<file path="config.mk">
export PLATFORM = sky130hd
export DESIGN_NAME = dbuf_pwm_chan
export DESIGN_NICKNAME = d
export VERILOG_FILES = /design/src/rtl/dbuf_pwm_pkg.sv /design/src/rtl/dbuf_pwm_ctrl.sv /design/src/rtl/dbuf_pwm_shadow.sv /design/src/rtl/dbuf_pwm_counter.sv /design/src/rtl/dbuf_pwm_wave.sv /design/src/rtl/dbuf_pwm_chan.sv
export SDC_FILE = /design/constraint.sdc
export NUM_CORES = 1
export LEC_CHECK = 0
export ABC_CLOCK_PERIOD_IN_PS = 3960
export BUFFER_PORTS_ARGS = -buffer_cell sky130_fd_sc_hd__buf_4
export CAP_MARGIN = 20
export CORE_MARGIN = 2
export CORE_UTILIZATION = 51
export DETAILED_ROUTE_END_ITERATION = 6
export PLACE_DENSITY = 0.67
export SLEW_MARGIN = 20
export SYNTH_ARGS = -nofsm -noshare
export SYNTH_HDL_FRONTEND = slang
export SYNTH_SLANG_ARGS = --single-unit
</file>
<file path="constraint.sdc">
create_clock -name clk -period 3.96 [get_ports clk]
set_input_delay 0.198 -clock clk [delete_from_list [all_inputs] [get_ports clk]]
set_output_delay 0.198 -clock clk [all_outputs]
set_load 0.02 [all_outputs]
</file>
<file path="src/rtl/dbuf_pwm_pkg.sv">
`timescale 1ns/1ps
// Shared types for the double-buffered PWM channel.
// Assumes a two-bit register select and a three-bit control field.
package dbuf_pwm_pkg;

    // Register select encoding used by both the write and the read port
    typedef enum logic [1:0] {
        SEL_CTRL   = 2'd0,
        SEL_PERIOD = 2'd1,
        SEL_DUTY   = 2'd2,
        SEL_COUNT  = 2'd3
    } pwm_sel_e;

    // Count direction used in center-aligned mode
    typedef enum logic {
        DIR_UP   = 1'b0,
        DIR_DOWN = 1'b1
    } pwm_dir_e;

    // Control field layout
    localparam int CTL_EN_BIT  = 0;
    localparam int CTL_POL_BIT = 1;
    localparam int CTL_CTR_BIT = 2;
    localparam int CTL_W       = 3;

endpackage

</file>
<file path="src/rtl/dbuf_pwm_ctrl.sv">
`timescale 1ns/1ps
// Control register and write decode for the PWM channel.
// Holds enable, start level and alignment. Produces one-cycle strobes
// for period, duty and counter writes, and a pulse when the enable bit
// is cleared while the channel runs. Enable changes only on a clock edge.
module dbuf_pwm_ctrl
    import dbuf_pwm_pkg::*;
(
    input  logic             clk,
    input  logic             rst_n,
    input  logic             wr_en,
    input  logic [1:0]       wr_sel,
    input  logic [CTL_W-1:0] ctl_data,
    output logic [CTL_W-1:0] ctrl_q,
    output logic             en_o,
    output logic             pol_o,
    output logic             center_o,
    output logic             per_wr_o,
    output logic             duty_wr_o,
    output logic             cnt_wr_o,
    output logic             dis_pulse_o
);

    logic ctrl_wr;

    // Decode the write strobes from the select
    always_comb begin
        ctrl_wr     = wr_en && (pwm_sel_e'(wr_sel) == SEL_CTRL);
        per_wr_o    = wr_en && (pwm_sel_e'(wr_sel) == SEL_PERIOD);
        duty_wr_o   = wr_en && (pwm_sel_e'(wr_sel) == SEL_DUTY);
        cnt_wr_o    = wr_en && (pwm_sel_e'(wr_sel) == SEL_COUNT);
        dis_pulse_o = ctrl_wr && ctrl_q[CTL_EN_BIT] && !ctl_data[CTL_EN_BIT];
    end

    // Control register update
    always_ff @(posedge clk) begin
        if (!rst_n) begin
            ctrl_q <= '0;
        end else if (ctrl_wr) begin
            ctrl_q <= ctl_data;
        end
    end

    assign en_o     = ctrl_q[CTL_EN_BIT];
    assign pol_o    = ctrl_q[CTL_POL_BIT];
    assign center_o = ctrl_q[CTL_CTR_BIT];


    en_edge_chk: assert property (@(posedge clk) disable iff (!rst_n)
        (en_o != $past(en_o)) |-> $past(wr_en && (pwm_sel_e'(wr_sel) == SEL_CTRL)));

endmodule

</file>
<file path="src/rtl/dbuf_pwm_shadow.sv">
`timescale 1ns/1ps
// One double-buffered setting (period or duty).
// Software writes the buffer. The active copy follows the buffer on a
// load request, or together with the buffer while the channel is
// disabled. A load in the same clock as a buffer write takes the
// previous buffer value.
module dbuf_pwm_shadow #(
    parameter int          W       = 8,
    parameter logic [W-1:0] RST_VAL = '0
) (
    input  logic         clk,
    input  logic         rst_n,
    input  logic         wr,
    input  logic [W-1:0] wdata,
    input  logic         en,
    input  logic         load,
    output logic [W-1:0] buf_q,
    output logic [W-1:0] act_q
);

    // Buffer write and active-copy reload
    always_ff @(posedge clk) begin
        if (!rst_n) begin
            buf_q <= RST_VAL;
            act_q <= RST_VAL;
        end else begin
            if (wr) begin
                buf_q <= wdata;
            end
            if (wr && !en) begin
                act_q <= wdata;
            end else if (load) begin
                act_q <= buf_q;
            end
        end
    end


    act_hold_chk: assert property (@(posedge clk) disable iff (!rst_n)
        (en && !load) |=> $stable(act_q));


    act_load_chk: assert property (@(posedge clk) disable iff (!rst_n)
        (en && load) |=> (act_q == $past(buf_q)));

endmodule

</file>
<file path="src/rtl/dbuf_pwm_counter.sv">
`timescale 1ns/1ps
// Channel counter with edge-aligned and center-aligned sequencing.
// Edge aligned: 0..P-1 then wrap. Center aligned: 0 up to P, then down to 0.
// A cycle end (return to 0) raises reload_o. A counter write clears the
// counter, sets the direction to up and overrides any tick in that clock.
module dbuf_pwm_counter
    import dbuf_pwm_pkg::*;
#(
    parameter int W = 8
) (
    input  logic         clk,
    input  logic         rst_n,
    input  logic         tick,
    input  logic         en,
    input  logic         center,
    input  logic         cnt_wr,
    input  logic [W-1:0] per_act,
    output logic [W-1:0] cnt_q,
    output logic         reload_o
);

    localparam logic [W:0]   ONE_X = {{W{1'b0}}, 1'b1};
    localparam logic [W-1:0] ONE   = {{(W-1){1'b0}}, 1'b1};

    pwm_dir_e   dir_q, dir_n;
    logic [W-1:0] cnt_n;
    logic [W:0]   cnt_inc;
    logic         wrap;

    // Next count and direction for a tick
    always_comb begin
        cnt_n   = cnt_q;
        dir_n   = dir_q;
        wrap    = 1'b0;
        cnt_inc = {1'b0, cnt_q} + ONE_X;
        if (en && tick) begin
            if (!center) begin
                dir_n = DIR_UP;
                if (cnt_inc >= {1'b0, per_act}) begin
                    cnt_n = '0;
                    wrap  = 1'b1;
                end else begin
                    cnt_n = cnt_inc[W-1:0];
                end
            end else if ((dir_q == DIR_UP) && (cnt_q < per_act)) begin
                cnt_n = cnt_inc[W-1:0];
            end else if (cnt_q <= ONE) begin
                cnt_n = '0;
                dir_n = DIR_UP;
                wrap  = 1'b1;
            end else begin
                cnt_n = cnt_q - ONE;
                dir_n = DIR_DOWN;
            end
        end
    end

    // Counter and direction registers
    always_ff @(posedge clk) begin
        if (!rst_n) begin
            cnt_q <= '0;
            dir_q <= DIR_UP;
        end else if (cnt_wr) begin
            cnt_q <= '0;
            dir_q <= DIR_UP;
        end else begin
            cnt_q <= cnt_n;
            dir_q <= dir_n;
        end
    end

    assign reload_o = wrap && !cnt_wr;


    cnt_hold_chk: assert property (@(posedge clk) disable iff (!rst_n)
        (!(en && tick) && !cnt_wr) |=> $stable(cnt_q));


    cnt_clr_chk: assert property (@(posedge clk) disable iff (!rst_n)
        cnt_wr |=> (cnt_q == '0));

endmodule

</file>
<file path="src/rtl/dbuf_pwm_wave.sv">
`timescale 1ns/1ps
// Output stage: compares the counter with the active duty.
// Start level while count < duty, or whenever duty >= period.
// Disabled output sits at the inverse of the start level.
// Inputs are all registered, so the output changes only after a clock edge.
module dbuf_pwm_wave #(
    parameter int W = 8
) (
    input  logic         clk,
    input  logic         rst_n,
    input  logic         en,
    input  logic         pol,
    input  logic [W-1:0] cnt,
    input  logic [W-1:0] duty_act,
    input  logic [W-1:0] per_act,
    output logic         pwm_o
);

    logic at_start;

    // Decide the waveform level from the comparators
    always_comb begin
        at_start = (duty_act >= per_act) || (cnt < duty_act);
        pwm_o    = (en && at_start) ? pol : !pol;
    end


    zero_duty_chk: assert property (@(posedge clk) disable iff (!rst_n)
        (en && (duty_act == '0) && (per_act != '0)) |-> (pwm_o == !pol));


    full_duty_chk: assert property (@(posedge clk) disable iff (!rst_n)
        (en && (duty_act >= per_act)) |-> (pwm_o == pol));

endmodule

</file>
<file path="src/rtl/dbuf_pwm_chan.sv">
`timescale 1ns/1ps
// Double-buffered PWM channel, top level.
// Joins the control register, two buffered settings, the counter and the
// output stage, and muxes the read port. Assumes tick is a single-clock
// strobe from an external prescaler and W >= CTL_W.
module dbuf_pwm_chan
    import dbuf_pwm_pkg::*;
#(
    parameter int W = 8
) (
    input  logic         clk,
    input  logic         rst_n,
    input  logic         tick,
    input  logic         wr_en,
    input  logic [1:0]   wr_sel,
    input  logic [W-1:0] wr_data,
    input  logic [1:0]   rd_sel,
    output logic [W-1:0] rd_data,
    output logic         pwm_out
);

    localparam logic [W-1:0] PER_RST  = {W{1'b1}};
    localparam logic [W-1:0] DUTY_RST = '0;

    logic [CTL_W-1:0] ctrl_q;
    logic en, pol, center;
    logic per_wr, duty_wr, cnt_wr, dis_pulse;
    logic reload, load_all;
    logic [W-1:0] per_buf, per_act, duty_buf, duty_act, cnt;

    dbuf_pwm_ctrl u_ctrl (
        .clk        (clk),
        .rst_n      (rst_n),
        .wr_en      (wr_en),
        .wr_sel     (wr_sel),
        .ctl_data   (wr_data[CTL_W-1:0]),
        .ctrl_q     (ctrl_q),
        .en_o       (en),
        .pol_o      (pol),
        .center_o   (center),
        .per_wr_o   (per_wr),
        .duty_wr_o  (duty_wr),
        .cnt_wr_o   (cnt_wr),
        .dis_pulse_o(dis_pulse)
    );

    // Any of the three reload conditions moves both buffers at once
    assign load_all = reload || cnt_wr || dis_pulse;

    dbuf_pwm_shadow #(.W(W), .RST_VAL(PER_RST)) u_period (
        .clk  (clk),
        .rst_n(rst_n),
        .wr   (per_wr),
        .wdata(wr_data),
        .en   (en),
        .load (load_all),
        .buf_q(per_buf),
        .act_q(per_act)
    );

    dbuf_pwm_shadow #(.W(W), .RST_VAL(DUTY_RST)) u_duty (
        .clk  (clk),
        .rst_n(rst_n),
        .wr   (duty_wr),
        .wdata(wr_data),
        .en   (en),
        .load (load_all),
        .buf_q(duty_buf),
        .act_q(duty_act)
    );

    dbuf_pwm_counter #(.W(W)) u_counter (
        .clk     (clk),
        .rst_n   (rst_n),
        .tick    (tick),
        .en      (en),
        .center  (center),
        .cnt_wr  (cnt_wr),
        .per_act (per_act),
        .cnt_q   (cnt),
        .reload_o(reload)
    );

    dbuf_pwm_wave #(.W(W)) u_wave (
        .clk     (clk),
        .rst_n   (rst_n),
        .en      (en),
        .pol     (pol),
        .cnt     (cnt),
        .duty_act(duty_act),
        .per_act (per_act),
        .pwm_o   (pwm_out)
    );

    // Read-port multiplexer
    always_comb begin
        case (pwm_sel_e'(rd_sel))
            SEL_CTRL:   rd_data = {{(W-CTL_W){1'b0}}, ctrl_q};
            SEL_PERIOD: rd_data = per_buf;
            SEL_DUTY:   rd_data = duty_buf;
            default:    rd_data = cnt;
        endcase
    end


    idle_level_chk: assert property (@(posedge clk) disable iff (!rst_n)
        dis_pulse |=> (pwm_out == !pol));

endmodule

</file>
# Word level (Yosys, flattened, before mapping)
# Cells that the tools add are included.
word_totals:
  register_bits: 44
  inputBits: 16
  output_inout_bits: 9
  elab_cells: 65
op_classes:
  add_sub_neg: 2
  order_cmp: 5
  eq_ne: 6
  muxes: 18
  bitwise_logic: 2
  n_reduce_logical: 25
op_table:
  columns: ["op", "count"]
  rows:
  - ["two-way mux 8 bit", 8]
  - ["one-hot mux 8 bit (3 select lines)", 1]
  - ["less-than comparator 8 bit", 2]
  - ["logical AND 1 bit", 12]
  - ["adder 8 x 1 -> 9 bit, second input constant", 1]
  - [">= comparator 9 x 8 -> 1 bit", 1]
  - ["two-way mux 1 bit", 9]
  - [">= comparator 8 bit", 1]
  - ["<= comparator 8 x 1 -> 1 bit, second input constant", 1]
  - ["subtractor 8 x 1 -> 8 bit, second input constant", 1]
  - ["equality test 2 bit, second input constant", 3]
  - ["equality test 2 x 1 -> 1 bit, second input constant", 2]
  - ["logical NOT 1 bit", 4]
  - ["logical NOT 2 bit", 2]
  - ["nonzero test 2 bit", 2]
  - ["logical OR 1 bit", 3]
  - ["!= test 2 bit, second input constant", 1]
  - ["inverter 1 bit", 2]
  - ["AND reduction 2 bit", 1]
  - ["OR reduction 2 bit", 1]

# Longest topological paths before layout
logic_depth:
  word_depth: 10
  ltp_mapped: 14
  ltp_nobuf: 12

# Modules after synthesis
# A second synthesis with hierarchy kept.
unflattened:
  hier_cells: 379
  hier_area_um2: 3454.6
by_module_without_submodules:
  columns: ["module", "instances", "cells_per_inst", "area_each_um2", "seq_area_each_um2"]
  rows:
  - ["dbuf_pwm_counter", 1, 162, 1267.5, 180.2]
  - ["dbuf_pwm_shadow (u_duty)", 1, 63, 713.2, 320.3]
  - ["dbuf_pwm_shadow (u_period)", 1, 63, 685.7, 320.3]
  - ["dbuf_pwm_wave", 1, 53, 395.4, 0.0]
  - ["dbuf_pwm_chan", 1, 17, 205.2, 0.0]
  - ["dbuf_pwm_ctrl", 1, 21, 187.7, 60.1]

# Least setup slack after synthesis
# OpenSTA, ideal clock, no wires.
synth_path:
  kind: "reg2reg"
  from: "reg u_counter.cnt_q[0]"
  to: "reg u_duty.act_q[0]"
  setup_time_ns: 0.119
  t_arrival_ns: 2.544
  t_required_ns: 3.841
  setup_slack_ns: 1.297
  stages_incl_launch_ff: 15
  path_buffers: 2
  synth_period_minus_slack_ns: 2.663
  path_cell_list: "dfxtp_1 -> buf_2 -> inv_2 -> nor3_2 -> and3_1 -> xnor2_1 -> inv_1 -> ha_1 -> nand4_1 -> nor2_1 -> o31ai_2 -> a211o_4 -> buf_6 -> a31oi_1 -> a21oi_1"
synth_via:
  elab_chain_cells: 9
  elab_cells_between_ends: 14
  classes_between: "add/sub: 1; order compare: 3; mux: 5; reduce/logical: 5"
synth_rtl:
  columns: ["element", "line_no", "rtl"]
  rows:
  - ["start: declaration", "dbuf_pwm_counter.sv:18", "output logic [W-1:0] cnt_q,"]
  - ["start signal: assignment", "dbuf_pwm_counter.sv:67", "cnt_q <= cnt_n;"]
  - ["adder 8 x 1 -> 9 bit (tied with other cells)", "dbuf_pwm_counter.sv:35", "cnt_inc = {1'b0, cnt_q} + ONE_X;"]
  - [">= comparator 9 x 8 -> 1 bit (tied with other cells)", "dbuf_pwm_counter.sv:39", "if (cnt_inc >= {1'b0, per_act}) begin"]
  - ["two-way mux 1 bit, on equally long branches", "dbuf_pwm_counter.sv:39, dbuf_pwm_counter.sv:45", null]
  - ["two-way mux 1 bit (*)", "dbuf_pwm_counter.sv:37", "if (!center) begin"]
  - ["two-way mux 1 bit (*)", "dbuf_pwm_counter.sv:36", "if (en && tick) begin"]
  - ["logical AND 1 bit (*)", "dbuf_pwm_counter.sv:72", "assign reload_o = wrap && !cnt_wr;"]
  - ["logical OR 1 bit (*) (2 in a row)", "dbuf_pwm_chan.sv:48", "assign load_all = reload || cnt_wr || dis_pulse;"]
  - ["nonzero test 2 bit (no line) (*)", null, null]
  - ["end signal: assignment", "dbuf_pwm_shadow.sv:31", "act_q <= wdata;"]
  - ["end signal: assignment", "dbuf_pwm_shadow.sv:33", "act_q <= buf_q;"]
  - ["end: declaration", "dbuf_pwm_shadow.sv:18", "output logic [W-1:0] act_q"]
# Every way passes the cells marked *; elsewhere a longest branch is shown, timed or not.
# A chain may end at the register's enable or synchronous reset.

# Worst setup path after layout
layout_path:
  from: "reg u_counter.cnt_q[3]"
  to: "reg u_period.act_q[7]"
layout_via:
  elab_chain_cells: 9
  elab_cells_between_ends: 14
  classes_between: "add/sub: 1; order compare: 3; mux: 5; reduce/logical: 5"
layout_rtl:
  columns: ["element", "line_no"]
  rows:
  - ["adder 8 x 1 -> 9 bit (tied with other cells)", "dbuf_pwm_counter.sv:35"]
  - [">= comparator 9 x 8 -> 1 bit (tied with other cells)", "dbuf_pwm_counter.sv:39"]
  - ["two-way mux 1 bit, on equally long branches", "dbuf_pwm_counter.sv:39, dbuf_pwm_counter.sv:45"]
  - ["two-way mux 1 bit (*)", "dbuf_pwm_counter.sv:37"]
  - ["two-way mux 1 bit (*)", "dbuf_pwm_counter.sv:36"]
  - ["logical AND 1 bit (*)", "dbuf_pwm_counter.sv:72"]
  - ["logical OR 1 bit (*) (2 in a row)", "dbuf_pwm_chan.sv:48"]
  - ["nonzero test 2 bit (no line) (*)", null]
  - ["end signal: assignment", "dbuf_pwm_shadow.sv:31"]
  - ["end signal: assignment", "dbuf_pwm_shadow.sv:33"]
  - ["end: declaration", "dbuf_pwm_shadow.sv:18"]
# Marked as above.

==> results.md <==
- Run status: finished clean
- Layout Utilization: 0.585
- Cell with the most instances after synthesis: nand2_1
- Critical Path RT: 4.19 ns
- Min-delay worst type: in2reg
- # port buffers: 24
- 1st-iter DRT viols: 211
- WL/cell: 17.7 um
- Crit path DAT: 3.56 ns
- Mux cell area share after synthesis: 0.0543
- FF-to-FF End: u_period.act_q[7]$_SDFFE_PN1P_
- #FFs+latches synth: 44
- Initial antenna violation count: 0
- Core outline area: 5990 sq um
- Power Total: 1.02 mW
- Synthesized-area fraction occupied by xor and xnor cells: 0.0301
- Final worst path period share: 0.839
- Fmax: 301 MHz
- Initial Util: 0.534
- Post-Synth Adder-Cell Area: 0.133
- CP Capture Type: register
- Vias after detailed routing: 2931
- Top cell type's share of synthesized area: 0.275
- Pre-CTS setup slack: 0.675 ns
- Number of global-route vias before repair: 2739
- Syn nets: 448
- MaxCap Viol Count: 0
- Post-synth ARST share: 0
- Die H: 83.2 um
- Synth top cells by count: nand2_1 (48), dfxtp_1 (44), ha_1 (34)
- Slew HR: 0.480
- Startpoint Class: register
- Die area: 6930 sq um
- Largest family of logic cells by synthesized area: compound AO/OA/AOI/OAI gates
- # hold bufs at CTS: 0
- CP Class: reg2reg
- Layout overhead on the synthesized area: 9.38%
- First-pass GRT wire length: 14400 um
- Post-synth cell types: 53
- Simple-gate share of the synthesized area: 0.201
- CTS sink cnt: 44
- Root buffer cell: clkbuf_8
- P_leak: 1.49 nW
- Top cells by area, synth: dfxtp_1 (28%), ha_1 (13%), nand2_1 (5.6%)
- Crit-path max FO: 17
- Synth Area in Compound Gates: 0.245
- Register Area: 881 sq um
- VDD IR-drop max: 0.202 mV
- Die X: 83.2 um
- Reg2reg path depth: 12
- Post-synth EDFFs: 0
- Row count: 28
- Final wirelength: 8620 um
- R2R setup slack: 0.64 ns
- Via/cell ratio: 6.03
- Multi-input gate area: 2120 sq um
- Hold endpoint: u_period.buf_q[6]$_SDFFE_PN1P_
- Clk_lat worst skew: 0.30 ns
- Post-CTS Resized: 0
- PD cells: 291 nW/um^2
- Top_reg_cell synth: dfxtp_1
- All-Layer GR Usage: 0.254
- Synth area leader: dfxtp_1
- Synth Warn #: 0
- Setup TNS: 0 ns
- Layout cells sized above 1: 0.136
- Setup Fix Bufs, Post-CTS: 0
- H-Tree Depth: 2
- Syn Inst Count: 398
- DR DRC count: 0
- Hold path cells: 3
- Routability congestion estimate: 0.856
- TritonCTS clock tree: done
- Final hold slack: 0.134 ns
- RSZ-0062 raised after global routing: false
- N_diodes: 0
- Clock Tree Buf Depth: 2
- RR Startpoint: u_counter.cnt_q[3]$_SDFFE_PP0P_
- Worst clock skew: 0.00747 ns
- Post-route ant nets: 0
- Max Slew Vio Count: 0
- Sequential area share after synthesis: 0.275
- Layout Nets: 460
- GRT overflow: 0
- Io pins: 25
- Minimum clock period: 3.32 ns
- Clock slew at reported path FFs: 0.09 ns
- Largest net degree at the start of global routing: 31
- Mapped Area: 3200 sq um
- Final setup viols: 0
- Worst hold path startpoint: wr_data[6]
- Mean cell area of the mapped netlist: 8.04 sq um
- Final Hold Vio Count: 0
- Final worst slack: 0.638 ns
- DRT Pass-1 Iters: 4
- Fillcell total: 545
- Worst Tran Pin Value: 0.777 ns
- DPL Wire Length: 6400 um
- Clock buffer count from CTS: 5
[worst max-delay path by stage]
stage	startpoint	endpoint	depth (start not counted)
after floorplan	u_counter.cnt_q[0]$_SDFFE_PP0P_	u_duty.act_q[0]$_SDFFE_PN0P_	14
after global placement	u_counter.cnt_q[4]$_SDFFE_PP0P_	u_period.act_q[7]$_SDFFE_PN1P_	12
after detailed placement	u_counter.cnt_q[4]$_SDFFE_PP0P_	u_period.act_q[7]$_SDFFE_PN1P_	12
after CTS	u_counter.cnt_q[4]$_SDFFE_PP0P_	u_period.act_q[7]$_SDFFE_PN1P_	12
after global routing	u_counter.cnt_q[4]$_SDFFE_PP0P_	u_period.act_q[7]$_SDFFE_PN1P_	12
final	u_counter.cnt_q[3]$_SDFFE_PP0P_	u_period.act_q[7]$_SDFFE_PN1P_	12
[state kept, by name (all words and copies together), names as in the netlist]
name / count
u_period.buf_q: 8
u_period.act_q: 8
u_duty.act_q: 8
u_ctrl.ctrl_q: 3
u_duty.buf_q: 8
u_counter.cnt_q: 8
u_counter.dir_q: 1
[metal layers]
layer	wire, um	global-route usage	vias to the layer above
li1	-	-	1453
met1	4040	0.362	1382
met2	4070	0.402	86
met3	418	0.0437	10
met4	91	0.0551	0
met5	0	0	-
[layout by cell type (no fill, tap or decap), drive strengths merged, types with 2 or more instances in the layout]
cell type	instances
nand2	48
o21ai	37
xor2	3
a31oi	20
o311ai	2
nand3	20
nor3	10
a211o	2
nor2	27
inv	23
or3	5
a21boi	8
dfxtp	44
buf	26
nand2b	2
nand4	7
mux4	3
clkbuf	6
mux2	5
a21oi	32
mux2i	5
o31ai	2
a211oi	2
a221oi	2
ha	34
nor2b	6
a21o	3
xnor2	8
and2	2
or2	3
a22o	5
[stage by stage]
stage,cell area (sq um),cells
CTS,3500,486
floorplan,3200,398
global placement,3380,478
global route,3500,486
finish,3500,486
detailed placement,3380,478
[report_power, final]
group	internal, mW	leakage, nW	total (mW)	switching (mW)
clock	0.207	0.0614	0.375	0.169
combinational	0.0683	1.07	0.165	0.0971
sequential	0.461	0.359	0.479	0.0175
total	0.736	1.49	1.02	0.283
[worst max-delay path, cell delays in order, from the launching register on]
cell and delay, ns:
dfxtp_1 0.67, nand3_2 0.17, nor3_2 0.24, and3_1 0.21, xnor2_1 0.14, inv_1 0.07
ha_1 0.28, o21ai_0 0.08, o21ai_1 0.17, a31oi_2 0.10, a211oi_4 0.73, o21ai_0 0.24
a21oi_1 0.16
[cell families (layout without fill, tap and decap cells)]
| group | count (synthesis) | in the layout |
|---|---|---|
| AND/OR/NAND/NOR | 134 | 134 |
| AO/OA/AOI/OAI | 118 | 118 |
| flip-flops | 44 | 44 |
| buffers and inverters | 44 | 57 |
| adder cells (fa/ha/maj) | 34 | 34 |
| multiplexers | 13 | 13 |
| XOR/XNOR | 11 | 11 |
[final cells by class]
cell class,count,area share
Timing Repair Buffer,26,0.0557
Clock inverter,2,0.0111
Clock buffer,6,0.0236
Tap cell,75,0.0268
Sequential cell,44,0.252
Multi-Input combinational cell,310,0.607
Inverter,23,0.0247
(Power assumes the default switching activity.)
